File: src/rtl/fp_int_conv.sv
module fp_int_conv #(
  parameter int LANES = 2
) (
  input  logic                  clk,
  input  logic                  rst_n,
  input  logic                  in_valid,
  input  logic                  to_float,
  input  logic [LANES*32-1:0]   in_word,
  output logic                  out_valid,
  output logic [LANES*32-1:0]   out_word
);
  localparam int LW = 32;
  localparam logic [7:0]  BIAS    = 8'd127;
  localparam logic [7:0]  SAT_EXP = 8'd158;
  localparam logic [LW-1:0] INT_MAX = 32'h7FFF_FFFF;
  localparam logic [LW-1:0] INT_MIN = 32'h8000_0000;

  logic [LANES*LW-1:0] nxt;

  for (genvar g = 0; g < LANES; g++) begin : g_lane
    logic [LW-1:0] a;
    assign a = in_word[g*LW +: LW];

    logic          fs;
    logic [7:0]    fe;
    logic [7:0]    up;
    logic [LW-1:0] sig;
    logic [LW-1:0] fmag;
    logic [LW-1:0] f2i;
    assign fs   = a[31];
    assign fe   = a[30:23];
    assign up   = fe - BIAS;
    assign sig  = {8'd0, 1'b1, a[22:0]};
    assign fmag = (up >= 8'd23) ? (sig << (up - 8'd23)) : (sig >> (8'd23 - up));
    assign f2i  = (fe >= SAT_EXP) ? (fs ? INT_MIN : INT_MAX) :
                  (fe < BIAS)     ? '0 :
                  (fs ? -fmag : fmag);

    logic          ineg;
    logic [LW-1:0] imag;
    logic [4:0]    lead;
    logic [LW-1:0] norm;
    logic [LW-1:0] i2f;
    assign ineg = a[31];
    assign imag = ineg ? -a : a;
    always_comb begin
      lead = '0;
      for (int k = 0; k < LW; k++)
        if (imag[k]) lead = k[4:0];
    end
    assign norm = imag << (5'd31 - lead);
    assign i2f  = (a == '0) ? '0 : {ineg, {3'd0, lead} + BIAS, norm[30:8]};

    assign nxt[g*LW +: LW] = to_float ? i2f : f2i;
  end

  always_ff @(posedge clk) begin
    if (!rst_n) begin
      out_valid <= 1'b0;
      out_word  <= '0;
    end else begin
      out_valid <= in_valid;
      if (in_valid) out_word <= nxt;
    end
  end
endmodule


File: config.mk
export PLATFORM = sky130hd
export DESIGN_NAME = fp_int_conv
export DESIGN_NICKNAME = d
export VERILOG_FILES = /design/src/rtl/fp_int_conv.sv
export SDC_FILE = /design/constraint.sdc
export NUM_CORES = 1
export LEC_CHECK = 0
export BUFFER_PORTS_ARGS = -buffer_cell sky130_fd_sc_hd__buf_2
export CAP_MARGIN = 25
export CORE_MARGIN = 8
export CORE_UTILIZATION = 40
export DETAILED_ROUTE_END_ITERATION = 7
export GPL_TIMING_DRIVEN = 0
export HOLD_SLACK_MARGIN = 0.08
export PLACE_DENSITY = 0.71
export SYNTH_ARGS = -nofsm -noshare
export SYNTH_HDL_FRONTEND = slang
export SYNTH_SLANG_ARGS = --single-unit
File: constraint.sdc
create_clock -name clk -period 6.2 [get_ports clk]
set_clock_uncertainty 0.05 [all_clocks]
set_input_delay 1.24 -clock clk [delete_from_list [all_inputs] [get_ports clk]]
set_output_delay 1.24 -clock clk [all_outputs]
set_load 0.03 [all_outputs]
# Word-level counts from Yosys, hierarchy flattened
# Cells that the tools add are included.
[totals] register_bits=65 latchBits=0 ram_bits=0 mem_bits_ro=0 input_bits=68 elab_cells=108 memories=0
[op_classes] add_sub_neg=14 n_mul=0 n_div=0 order_cmp=6 n_eq_ne=0 shift=6 muxes=78 bitwise_logic=0 reduce_logical=2
[op_table] op="$mux 32" n=16
[op_table] op="$mux 5" n=60
[op_table] op="$neg 32->32" n=4
[op_table] op="$logic_not 32->1" n=2
[op_table] op="$shl 24x8->32" n=2
[op_table] op="$shl 32x5->31" n=2
[op_table] op="$shr 24x8->32" n=2
[op_table] op="$add 5x7->8 const B" n=2
[op_table] op="$ge 8x5->1 const B" n=2
[op_table] op="$ge 8x8->1 const B" n=2
[op_table] op="$lt 8x7->1 const B" n=2
[op_table] op="$sub 5x8->8 const A" n=2
[op_table] op="$sub 8x5->8 const B" n=2
[op_table] op="$sub 8x7->8 const B" n=2
[op_table] op="$sub 5x5->5 const A" n=2
[op_table] op="$mux 1" n=2

# Logic depth before layout (Yosys ltp)
[depth] ltp_word=37 mapped_depth=25 mapped_depth_nobuf=20

# Worst setup path after synthesis
# OpenSTA, ideal clock, no wires.
[synth_timing] path_kind="input to register" start="input port in_word[55]" end="register out_word[56]" setup_time_ps=120 t_arrival_ps=6099 t_required_ps=6030 slack_ps=-69 path_stages=21 n_path_buf=7 cell_sequence="buf_2 -> inv_1 -> buf_1 -> buf_1 -> ha_1 -> buf_2 -> buf_1 -> clkbuf_1 -> clkbuf_1 -> mux4_2 -> nand2_1 -> nand2_1 -> mux2i_1 -> nand4_1 -> a211o_1 -> nor3_1 -> nand2_1 -> o41ai_2 -> xor2_1 -> a211oi_1 -> nor2_1"
[synth_via] elab_chain_len=14 elab_cells_between_ends=28 classes_between="6 x add/sub; 3 x order compare; 2 x shift; 16 x mux; 1 x reduce/logical"
[synth_rtl] element="start, declared" line="8" text="input logic [LANES*32-1:0] in_word,"
[synth_rtl] element="branches (longest 13 deep; another with $neg 32->32)"
[synth_rtl] element="$mux 32 *" line="54" text="assign nxt[g*LW +: LW] = to_float ? i2f : f2i;"
[synth_rtl] element="end signal, assigned" line="63" text="if (in_valid) out_word <= nxt;"
[synth_rtl] element="end, declared" line="10" text="output logic [LANES*32-1:0] out_word"
# Every way passes the cells marked *.
# A chain may end at the register's enable or synchronous reset.

# Worst setup path in the final report
[layout_timing] start="input port in_word[3]" end="register out_word[14]"
[layout_via] elab_chain_len=35 elab_cells_between_ends=43 classes_between="3 x add/sub; 3 x shift; 36 x mux; 1 x reduce/logical"
[layout_rtl] element="$neg 32->32" line="45" text="assign imag = ineg ? -a : a;"
[layout_rtl] element="$mux 32" line="45"
[layout_rtl] element="$mux 5 (29 in series)" line="49" text="if (imag[k]) lead = k[4:0];"
[layout_rtl] element="$sub 5x5->5" line="51" text="assign norm = imag << (5'd31 - lead);"
[layout_rtl] element="$shl 32x5->31" line="51"
[layout_rtl] element="$mux 32" line="52" text="assign i2f = (a == '0) ? '0 : {ineg, {3'd0, lead} + BIAS, norm[30:8]};"
[layout_rtl] element="$mux 32 *" line="54"
# Mark *: on every way between the ends. The rest lies on a longest branch, timed or not.

==> qor.txt <==
Worst slew margin = 0.358
Syn avg cell area = 6.90 um2
IO buf count = 116
Data arrival, critical path = 6.20 ns
Residual DRC count = 0
R2R Setup Slk = 4.46 ns
# Max-Cap Violations = 0
Seq/Total Area, Yosys = 0.0662
Final instance area = 22500 um2
Final Setup Violations = 0
Number of buffers created by CTS = 9
Leakage = 8.41 nW
Dominant synthesized flop cell = dfxtp_1
Worst hold-check path type = register to register
Worst path cell trace = clkbuf_1 -> clkbuf_2 -> nor3_1 -> nand2_1 -> clkbuf_1 -> o31ai_1 -> a211oi_1 -> a311oi_1 -> o2111ai_1 -> o21a_1 -> buf_2 -> buf_2 -> mux2i_1 -> mux2i_1 -> mux2i_1 -> a221oi_1 -> o21ai_0 -> o21ai_0
CORE AREA = 48700 um2
Critical path's slowest cell = a211oi_1
Total number of vias = 25.3k
Worst Path Required = 6.35 ns
Routed wire length = 100000 um
Worst-Margin Slew = 0.953 ns
Placed cell area = 21100 um2
Die Ht = 238 um
Mapped cell area = 19700 um2
GRT Resource Usage Total = 0.335
CP Capture Point = out_word[14]
Asr flop ratio synth = 0
Fmax achieved = 165 MHz
Min Tclk post-route = 6.05 ns
CP Class = input port to register
Syn. warnings = 0
Result of the run = finished clean
RSZ-0062 raised after global routing = true
Most common cell after layout, fill and taps aside = nand2_1
Syn nets = 2944
First-pass GRT wire length = 149000 um
Number of core rows = 81
Nets = 3101
Worst-Skew Late Latency = 0.34 ns
Pin count of the biggest net entering global routing = 20
Die area = 56500 um2
CTS H-tree lvls = 3
Wire per inst = 27.3 um
GRT overflow = 0
Crit Path Max Fanout = 10
Reg2reg end = out_word[40]
Detailed placer's ending HPWL = 79900 um
Worst setup path startpoint = in_word[3]
Critical Path Start Type = input port
WHS = 0.454 ns
Area Overhead vs Synth = 14.6%
Fin. Hold Viols = 0
Placer Congestion = 1.06
PwrDens = 172 nW/um2
Crit-path most repeated cell = mux2i_1
CP peak stage delay = 0.60 ns
Fillers = 5136
Synthesized flop and latch total = 65
Share of cells above drive strength 1 = 0.196
Initial drt markers = 3532
Top-level port count = 133
Most frequent cells in the layout = nand2_1, nor2_1, o21ai_0
Clock tree buffer depth = 2
Worst reg-to-reg path cell count = 5
CTS root buf = clkbuf_16
Maximum VDD drop = 0.135 mV
Reg area = 1300 um2
Overall Power = 3.88 mW
Initial Util = 0.403
Clock-pin slew on the worst setup and hold paths = 0.06 ns
Fin. max-slew vios = 0
CTS tree = built
Antenna diodes = 0
Final Cycle Share = 0.977
Routed Antenna Nets = 0
Clk sinks = 65
RR Startpoint = out_word[40]
Multi-input logic area = 17700 um2
Via density = 6.89
Die width = 238 um
Synth cell types = 123
Gate count after technology mapping = 2852
Number of synthesized flops with an enable pin = 0
Initial antenna violation count = 1
Initial DRT Pass Iterations = 6
Hold Buf Count CTS = 0
Worst setup EP type = register
Vias in the first global route = 23.5k
==> where the power goes <==
part	internal [mW]	switching, mW	leakage [nW]
Clock	0.323	0.203	0.145
Sequential	0.458	0.0448	0.538
Combinational	0.980	1.87	7.73
Total	1.76	2.12	8.41
==> worst min-delay path by stage <==
stage                 start            to  slack (ns)  cells after the start
6_report       out_word[23]  out_word[23]        0.45                      2
3_5_place_dp   out_word[23]  out_word[23]        0.44                      2
3_3_place_gp   out_word[23]  out_word[23]        0.43                      2
5_1_grt        out_word[23]  out_word[23]        0.49                      2
4_1_cts        out_word[23]  out_word[23]        0.46                      2
2_1_floorplan  out_word[23]  out_word[23]        0.59                      2
==> state kept, by name, summed over array words and instances (netlist names) <==
signal	cells
out_word	64
out_valid	1
==> area by class of cell <==
cell class,instances,area share
multi-input combinational,2449,0.785
sequential,65,0.0577
buffer,268,0.0573
timing repair buffer,153,0.0381
tap,664,0.0369
inverter,63,0.0109
clock buffer,10,0.0106
clock inverter,6,0.00300
==> synthesized netlist by cell type (46+ instances only) <==
cell	instances	share of area
a31oi_1	61	0.019
xnor2_1	87	0.039
mux2i_1	186	0.095
inv_1	56	0.011
buf_2	68	0.017
a21oi_1	188	0.048
xor2_1	46	0.020
dfxtp_1	65	0.066
a211oi_1	51	0.019
clkbuf_1	168	0.032
mux4_2	54	0.062
nor3_1	93	0.024
nor2_1	244	0.047
mux2_2	56	0.032
nand2_1	339	0.065
nand3_1	90	0.023
o21ai_0	217	0.055
==> worst max-delay path: cells and delay by family <==
kind                   cells  cell delay [ns]
AOI/OAI and AO/OA          8             1.95
buffers and inverters      5             1.92
muxes                      3             0.60
and+or+nand+nor            2             0.47
==> per-stage QoR <==
stage | util | setup slack, ns | TNS [ns] | std cells
after floorplan | - | 0.0637 | 0 | 2852
after global placement | 0.432 | -2.23 | -95.21 | 3632
after detailed placement | 0.433 | -2.15 | -76.87 | 3637
after CTS | 0.450 | -0.000421 | -0.000421 | 3662
after global routing | 0.462 | -0.0454 | -0.102 | 3678
final | 0.462 | 0.145 | 0 | 3678
==> logic make-up after synthesis <==
group	synth area share
adder cells (fa/ha/maj)	0.0153
buffers and inverters	0.0728
flip-flops	0.0662
AO/OA/AOI/OAI	0.333
AND/OR/NAND/NOR	0.261
XOR/XNOR	0.0620
multiplexers	0.190
==> layer usage <==
metal	global-route usage	share of wire	vias up
li1	-	-	11180
met1	0.399	0.37	11840
met2	0.540	0.44	1870
met3	0.0569	0.099	451
met4	0.246	0.090	2
met5	0	0.00012	-
==> what timing repair did <==
action                     4_1_cts  5_1_grt
pin swaps                        9       15
setup buffers                   12       19
hold endpoints to repair         0        0
setup endpoints to repair       64       62
resized for setup              103      118
Power figures use the tool's default switching activity.
